File: src/rtl/dpram_pkg.sv
package dpram_pkg;

    typedef enum logic [1:0] {
        PM_RW = 2'd0,
        PM_RO = 2'd1,
        PM_WO = 2'd2
    } port_mode_e;

    typedef enum logic {
        WM_NO_CHANGE   = 1'b0,
        WM_WRITE_FIRST = 1'b1
    } wr_mode_e;

    typedef enum logic {
        RP_RESET_FIRST = 1'b0,
        RP_CE_FIRST    = 1'b1
    } rst_pri_e;

    // Port controls after polarity and mode decoding, all active-high.
    typedef struct packed {
        logic we;
        logic rd;
        logic echo;
        logic lrst;
        logic orst;
    } port_ctl_t;

    function automatic int imin(input int a, input int b);
        return (a < b) ? a : b;
    endfunction

    function automatic int imax(input int a, input int b);
        return (a > b) ? a : b;
    endfunction

    // Widths must differ by a power of two no larger than 32.
    function automatic bit ratio_ok(input int wa, input int wb);
        int hi;
        int lo;
        int r;
        hi = imax(wa, wb);
        lo = imin(wa, wb);
        if (lo < 1 || (hi % lo) != 0) return 1'b0;
        r = hi / lo;
        return ((r & (r - 1)) == 0) && (r <= 32);
    endfunction

endpackage

File: src/rtl/dpram_ctl.sv
module dpram_ctl
    import dpram_pkg::*;
#(
    parameter port_mode_e MODE      = PM_RW,
    parameter wr_mode_e   WMODE     = WM_NO_CHANGE,
    parameter bit         EN_HIGH   = 1'b1,
    parameter bit         LRST_HIGH = 1'b1,
    parameter bit         ORST_HIGH = 1'b1
) (
    input  logic      en,
    input  logic      we,
    input  logic      lrst,
    input  logic      orst,
    output port_ctl_t ctl
);

    logic act;
    assign act = EN_HIGH ? en : ~en;

    always_comb begin
        ctl.we   = act && we && (MODE != PM_RO);
        ctl.rd   = act && ((MODE == PM_RO) || ((MODE == PM_RW) && !we));
        ctl.echo = act && we && (MODE == PM_RW) && (WMODE == WM_WRITE_FIRST);
        ctl.lrst = LRST_HIGH ? lrst : ~lrst;
        ctl.orst = ORST_HIGH ? orst : ~orst;
    end

endmodule

File: src/rtl/dpram_outpipe.sv
module dpram_outpipe
    import dpram_pkg::*;
#(
    parameter int       W       = 8,
    parameter wr_mode_e WMODE   = WM_NO_CHANGE,
    parameter bit       OUT_REG = 1'b0,
    parameter rst_pri_e RPRI    = RP_RESET_FIRST
) (
    input  logic          ck,
    input  port_ctl_t     ctl,
    input  logic [W-1:0]  rd_word,
    input  logic [W-1:0]  wr_word,
    input  logic          oce,
    output logic [W-1:0]  dout
);

    logic [W-1:0] latch_q;

    always_ff @(posedge ck) begin
        if (ctl.lrst)      latch_q <= '0;
        else if (ctl.rd)   latch_q <= rd_word;
        else if (ctl.echo) latch_q <= wr_word;
    end

    p_latch_rst_r9: assert property (@(posedge ck) disable iff (ctl.orst)
        ctl.lrst |=> (latch_q == '0));

    // Covers R13 as well: no read and no echo leaves the latch untouched.
    p_hold_r4: assert property (@(posedge ck) disable iff (ctl.orst)
        (!ctl.lrst && !ctl.rd && !ctl.echo) |=> $stable(latch_q));

    p_echo_r5: assert property (@(posedge ck) disable iff (ctl.orst)
        (!ctl.lrst && ctl.echo && (WMODE == WM_WRITE_FIRST)) |=> (latch_q == $past(wr_word)));

    generate
        if (OUT_REG) begin : g_reg
            logic [W-1:0] reg_q;

            always_ff @(posedge ck) begin
                if (ctl.orst && ((RPRI == RP_RESET_FIRST) || oce)) reg_q <= '0;
                else if (oce)                                     reg_q <= latch_q;
            end

            assign dout = reg_q;

            p_pipe_r6: assert property (@(posedge ck) disable iff (ctl.lrst)
                (!ctl.orst && oce) |=> (reg_q == $past(latch_q)));

            if (RPRI == RP_RESET_FIRST) begin : g_rf
                p_rst_first_r7: assert property (@(posedge ck) disable iff (ctl.lrst)
                    ctl.orst |=> (reg_q == '0));
            end else begin : g_cf
                p_ce_first_r8: assert property (@(posedge ck) disable iff (ctl.lrst)
                    (ctl.orst && !oce) |=> $stable(reg_q));
            end
        end else begin : g_noreg
            logic unused_ok;
            assign unused_ok = ^{oce, ctl.orst};
            assign dout = latch_q;
        end
    endgenerate

endmodule

File: src/rtl/dpram_asym.sv
module dpram_asym
    import dpram_pkg::*;
#(
    parameter int         TOTAL_BITS  = 512,
    parameter int         WIDTH_A     = 8,
    parameter int         WIDTH_B     = 32,
    parameter port_mode_e MODE_A      = PM_RW,
    parameter port_mode_e MODE_B      = PM_RW,
    parameter wr_mode_e   WMODE_A     = WM_NO_CHANGE,
    parameter wr_mode_e   WMODE_B     = WM_WRITE_FIRST,
    parameter bit         OREG_A      = 1'b0,
    parameter bit         OREG_B      = 1'b1,
    parameter rst_pri_e   RPRI_A      = RP_RESET_FIRST,
    parameter rst_pri_e   RPRI_B      = RP_RESET_FIRST,
    parameter bit         EN_HIGH_A   = 1'b1,
    parameter bit         EN_HIGH_B   = 1'b1,
    parameter bit         LRST_HIGH_A = 1'b1,
    parameter bit         LRST_HIGH_B = 1'b1,
    parameter bit         ORST_HIGH_A = 1'b1,
    parameter bit         ORST_HIGH_B = 1'b1,
    parameter bit         FALL_EDGE   = 1'b0,
    localparam int        AW_A        = $clog2(TOTAL_BITS / WIDTH_A),
    localparam int        AW_B        = $clog2(TOTAL_BITS / WIDTH_B)
) (
    input  logic               clk,
    input  logic               en_a,
    input  logic               we_a,
    input  logic [AW_A-1:0]    addr_a,
    input  logic [WIDTH_A-1:0] wdata_a,
    input  logic               lrst_a,
    input  logic               orst_a,
    input  logic               oce_a,
    output logic [WIDTH_A-1:0] rdata_a,
    input  logic               en_b,
    input  logic               we_b,
    input  logic [AW_B-1:0]    addr_b,
    input  logic [WIDTH_B-1:0] wdata_b,
    input  logic               lrst_b,
    input  logic               orst_b,
    input  logic               oce_b,
    output logic [WIDTH_B-1:0] rdata_b
);

    localparam int NW     = imin(WIDTH_A, WIDTH_B);
    localparam int NWORDS = TOTAL_BITS / NW;
    localparam int IW     = $clog2(NWORDS);
    localparam int RA     = WIDTH_A / NW;
    localparam int RB     = WIDTH_B / NW;

    generate
        if (!ratio_ok(WIDTH_A, WIDTH_B) || (TOTAL_BITS % imax(WIDTH_A, WIDTH_B)) != 0) begin : g_bad_cfg
            $error("dpram_asym: width ratio or total size not supported");
        end
    endgenerate

    logic ck;
    assign ck = FALL_EDGE ? ~clk : clk;

    port_ctl_t ctl_a;
    port_ctl_t ctl_b;

    dpram_ctl #(
        .MODE(MODE_A), .WMODE(WMODE_A), .EN_HIGH(EN_HIGH_A),
        .LRST_HIGH(LRST_HIGH_A), .ORST_HIGH(ORST_HIGH_A)
    ) u_ctl_a (
        .en(en_a), .we(we_a), .lrst(lrst_a), .orst(orst_a), .ctl(ctl_a)
    );

    dpram_ctl #(
        .MODE(MODE_B), .WMODE(WMODE_B), .EN_HIGH(EN_HIGH_B),
        .LRST_HIGH(LRST_HIGH_B), .ORST_HIGH(ORST_HIGH_B)
    ) u_ctl_b (
        .en(en_b), .we(we_b), .lrst(lrst_b), .orst(orst_b), .ctl(ctl_b)
    );

    function automatic logic [IW-1:0] idx_a(input logic [AW_A-1:0] a, input int i);
        return IW'(int'(a) * RA + i);
    endfunction

    function automatic logic [IW-1:0] idx_b(input logic [AW_B-1:0] a, input int i);
        return IW'(int'(a) * RB + i);
    endfunction

    logic [NW-1:0] mem [NWORDS];

    // Port B is written first so that port A's slices overwrite on overlap.
    always_ff @(posedge ck) begin
        if (ctl_b.we) begin
            for (int i = 0; i < RB; i++) mem[idx_b(addr_b, i)] <= wdata_b[i*NW +: NW];
        end
        if (ctl_a.we) begin
            for (int i = 0; i < RA; i++) mem[idx_a(addr_a, i)] <= wdata_a[i*NW +: NW];
        end
    end

    logic [WIDTH_A-1:0] rd_a;
    logic [WIDTH_B-1:0] rd_b;

    always_comb begin
        for (int i = 0; i < RA; i++) rd_a[i*NW +: NW] = mem[idx_a(addr_a, i)];
        for (int i = 0; i < RB; i++) rd_b[i*NW +: NW] = mem[idx_b(addr_b, i)];
    end

    dpram_outpipe #(
        .W(WIDTH_A), .WMODE(WMODE_A), .OUT_REG(OREG_A), .RPRI(RPRI_A)
    ) u_out_a (
        .ck(ck), .ctl(ctl_a), .rd_word(rd_a), .wr_word(wdata_a),
        .oce(oce_a), .dout(rdata_a)
    );

    dpram_outpipe #(
        .W(WIDTH_B), .WMODE(WMODE_B), .OUT_REG(OREG_B), .RPRI(RPRI_B)
    ) u_out_b (
        .ck(ck), .ctl(ctl_b), .rd_word(rd_b), .wr_word(wdata_b),
        .oce(oce_b), .dout(rdata_b)
    );

    p_ro_no_write_r3: assert property (@(posedge ck) disable iff (ctl_a.lrst || ctl_b.lrst)
        ((MODE_A == PM_RO) || (MODE_B == PM_RO)) |-> !((MODE_A == PM_RO) && ctl_a.we) && !((MODE_B == PM_RO) && ctl_b.we));

endmodule

File: config.mk
export PLATFORM = sky130hd
export DESIGN_NAME = dpram_asym
export DESIGN_NICKNAME = d
export VERILOG_FILES = /design/src/rtl/dpram_pkg.sv /design/src/rtl/dpram_ctl.sv /design/src/rtl/dpram_outpipe.sv /design/src/rtl/dpram_asym.sv
export SDC_FILE = /design/constraint.sdc
export NUM_CORES = 1
export LEC_CHECK = 0
export CORE_MARGIN = 2
export CORE_UTILIZATION = 55
export DETAILED_ROUTE_END_ITERATION = 6
export PLACE_DENSITY = 0.77
export SYNTH_ARGS = -nofsm -noshare
export SYNTH_HDL_FRONTEND = slang
export SYNTH_HIERARCHICAL = 1
export SYNTH_SLANG_ARGS = --single-unit
File: constraint.sdc
create_clock -name clk -period 4.5 [get_ports clk]
set_input_delay 0.9 -clock clk [delete_from_list [all_inputs] [get_ports clk]]
set_output_delay 0.9 -clock clk [all_outputs]
set_load 0.005 [all_outputs]
# Word-level counts from Yosys, hierarchy flattened
# Memories as Yosys holds them, arrays and structs flattened. A register that Yosys moved wholly into a read port is not among the register bits.
# Cells that the tools add are included.
# Widths: inputs -> output; s select.
[classes]
n_addsub = 3
mux = 4
reduce_logical = 7
[ops]
columns = ["op", "n"]
rows = [
  ["$add 6x2->6 const B", 2],
  ["$add 6x1->6 const B", 1],
  ["$logic_and 1x1->1", 4],
  ["$mux 1", 4],
  ["$logic_not 1->1", 2],
  ["$reduce_bool 2->1", 1],
]
[totals]
reg_bits = 32
ram_bits = 512
input_bits = 61
output_inout_bits = 40
word_cells = 16
memories = 1
[memory_table]
columns = ["name", "words", "width", "rd", "rd_clocked_by_memory_dff", "wr", "line", "rtl"]
rows = [
  ["mem", 64, 8, 5, 5, 5, "dpram_asym.sv:84", "logic [NW-1:0] mem [NWORDS];"],
]

# Depth between registers and ports, before layout
[depth]
depth_word = 3
mapped_depth = 10

# By module
# The synthesis kept the hierarchy.
[by_module_without_submodules]
columns = ["module", "n_inst", "cells_per_inst", "area_per_inst_um2", "seq_area_each_um2"]
rows = [
  ["dpram_asym", 1, 2099, 30548.0, 15374.7],
  ["dpram_outpipe at u_out_b", 1, 245, 2630.0, 1281.2],
  ["dpram_outpipe at u_out_a", 1, 35, 369.1, 160.2],
  ["dpram_ctl at u_ctl_a", 1, 6, 42.5, 0.0],
  ["dpram_ctl at u_ctl_b", 1, 5, 38.8, 0.0],
]

# Least setup slack after synthesis
# No wires, ideal clock.
[synth_path]
path_type = "input port to flip-flop"
startpoint = "input port en_a"
endpoint = "memory mem[46][0] (netlist name), enable pin"
setup_ns = 0.384
t_arrival_ns = 2.433
t_required_ns = 4.116
slack_ns = 1.683
path_stages = 6
cell_sequence = "and2_2 -> nand2b_2 -> or2_1 -> buf_4 -> buf_6 -> o21ai_0"
[synth_rtl]
columns = ["item", "line", "rtl"]
rows = [
  ["start, declared", "dpram_asym.sv:26", "input logic en_a,"],
  ["end, declared", "dpram_asym.sv:84", ""],
]

==> flow_summary_export.csv <==
group,metric,value,unit
status,status,"finished clean",
clock_network,htree_levels,3,
sta,final.min_clock_period,3.50,ns
cells_and_area,drive_above_1_share,39.6,%
cells_and_area,fin_area,0.0376,mm2
placed_design,gp_congestion,1.07,
worst_setup_path,cp-start-kind,"input pin",
placed_design,port_buffers,98,
power_and_ir_drop,power.density,352,mW/mm2
clock_network,cts_tree,"built",
die,rows,90,
cells_and_area,area_growth,11.9,%
hold_path,hold_path.class,"flop to flop",
placed_design,dpl-instance-area,0.0355,mm2
cells_and_area,post-route-util,62.3,%
worst_setup_path,max_stage_delay,0.77,ns
placed_design,dp_slack,0.705,ns
worst_setup_path,worst-path-buf-inv,3,
sta,timing.final.ws_setup,0.998,ns
sta,fin_worst_skew,0.0179,ns
worst_setup_path,crit_path_end_kind,"flop",
power_and_ir_drop,leakagePower,12.9,nW
die,io_pins,101,
grt,grt-ovfl-total,0,
sta,setup_viol,0,
grt,grt_antenna_before_repair,12,
detailed_routing,ant_nets,0,
grt,track_usage,41.9,%
detailed_routing,routed_wirelength,132000,um
sta,hold_slack,0.493,ns
power_and_ir_drop,clock_power_share,40.9,%
logic_synthesis,syn_area_per_cell,14.1,um2
power_and_ir_drop,internal-power,9.81,mW
die,coreArea,0.0604,mm2
clock_network,post-cts-setup-buffers,0,
clock_network,clk_latency,0.62,ns
sta,tns,0,ns
power_and_ir_drop,vdd_drop_max,0.310,mV
worst_setup_path,cp_slowest_cell,"o211ai_1",
clock_network,numCtsBuffers,67,
sta,maxClockFrequency,0.286,GHz
placed_design,dp_cells,3160,
clock_network,clk_pin_slew_worst_paths,0.06,ns
worst_setup_path,crit_family,"compound AO/OA/AOI/OAI gates",
cells_and_area,fillers,4535,
die,die_h,251,um
logic_synthesis,ys_warn_count,6,
power_and_ir_drop,power.switching,3.42,mW
detailed_routing,drt-vias-per-instance,7.53,
worst_setup_path,crit_type,"input pin to flop",
clock_network,root_buffer,"clkbuf_16",
cells_and_area,fin_cells,3287,
placed_design,dpl.hpwl,94100,um
power_and_ir_drop,p_seq_share,46.1,%
power_and_ir_drop,comb_power_share,13.0,%
logic_synthesis,syn-num-nets,2450,
sta,tightest_slew,1.45,ns
grt,grt_pass1_vias,23900,
sta,post-route-period-util,77.8,%
grt,grt_max_degree,68,
logic_synthesis,synthCells,2389,
sta,slew_headroom,3.34,%
die,die-area,0.0631,mm2
worst_setup_path,crit_chain,"buf_4 -> inv_2 -> buf_12 -> o211ai_1 -> o221ai_1 -> a211oi_1 -> nand4_1 -> nor2b_1 -> a211oi_1",
detailed_routing,wl_per_cell,40.2,um
logic_synthesis,syn_area,0.0336,mm2
worst_setup_path,path_common_cell,"a211oi_1",
worst_setup_path,critPathRequiredTime,4.98,ns
clock_network,clockBufferDepth,3,
clock_network,ctsResizeCount,0,
power_and_ir_drop,total_power,13.2,mW
clock_network,clock-sinks,584,
worst_setup_path,cp.arrival,3.98,ns
detailed_routing,firstDrtPassIters,6,
detailed_routing,num_vias,24700,
job,maxCapViolCount,0,
detailed_routing,drt_first_iter_violations,4145,
cells_and_area,final_common_cell,"mux2_2",
die,die_w,251,um
die,start_util,55.7,%
sta,maxSlewViolCount,0,
power_and_ir_drop,switching_share,25.9,%
sta,hold_violations,0,
clock_network,cts_hold_buf,0,
detailed_routing,drc,0,
sta,rsz0062_at_grt,"false",
cells_and_area,final_nets,2509,
grt,grt_pass1_wl,182000,um
worst_setup_path,crit_path_max_fanout,41,
cells_and_area,mostFrequentLayoutCells,"516 x mux2_2, 512 x edfxtp_1, 217 x mux2i_1, 153 x mux4_2, 127 x buf_4",
flip-flops by register name, indices dropped and copies added (netlist names):
| signal | flops |
|---|---|
| mem | 512 |
| u_out_b/dout | 32 |
| u_out_b/latch_q | 32 |
| u_out_a/dout | 8 |
metal layers:
layer | track usage [%] | routed length [um]
met1 | 52.0 | 44300
met2 | 64.1 | 59300
met3 | 12.2 | 17700
met4 | 27.4 | 10700
met5 | 0 | 53
layout make-up:
cell class	count	area (um2)	area share, %
sequential	584	16800	44.7
multi-input combinational	1559	15600	41.5
timing repair buffer	232	2050	5.45
clock buffer	86	1870	4.98
tap	782	978	2.60
clock inverter	33	258	0.685
antenna	7	17.5	0.0466
inverter	4	15.0	0.0399
worst register-to-register path: cells and delay by family, from the launching register on:
family	cells	cell delay [ns]
flip-flops	1	0.44
AO/OA/AOI/OAI	4	0.84
multiplexers	2	0.99
AND/OR/NAND/NOR	1	0.24
path summary, 6_finish.rpt:
check | startpoint | slack [ns] | endpoint | cells after the start
worst max-delay path | addr_a[2] | 1.0 | u_out_a/dout[6] | 9
worst min-delay path | u_out_b/dout[21] | 0.49 | u_out_b/dout[21] | 2
worst max register to register | mem[33][7] | 1.87 | u_out_a/dout[7] | 7
worst min register to register | u_out_b/dout[21] | 0.49 | u_out_b/dout[21] | 2
power by group through the flow:
stage          sequential, mW  combinational [mW]  clock (mW)
6_report                 6.09                1.72        5.41
5_1_grt                  6.10                1.75        5.60
4_1_cts                  6.09                1.64        5.40
3_5_place_dp             6.20                1.64           0
3_3_place_gp             6.20                1.60           0
2_1_floorplan            6.16               0.982           0
Note: power is estimated with default switching activity, not from simulation.
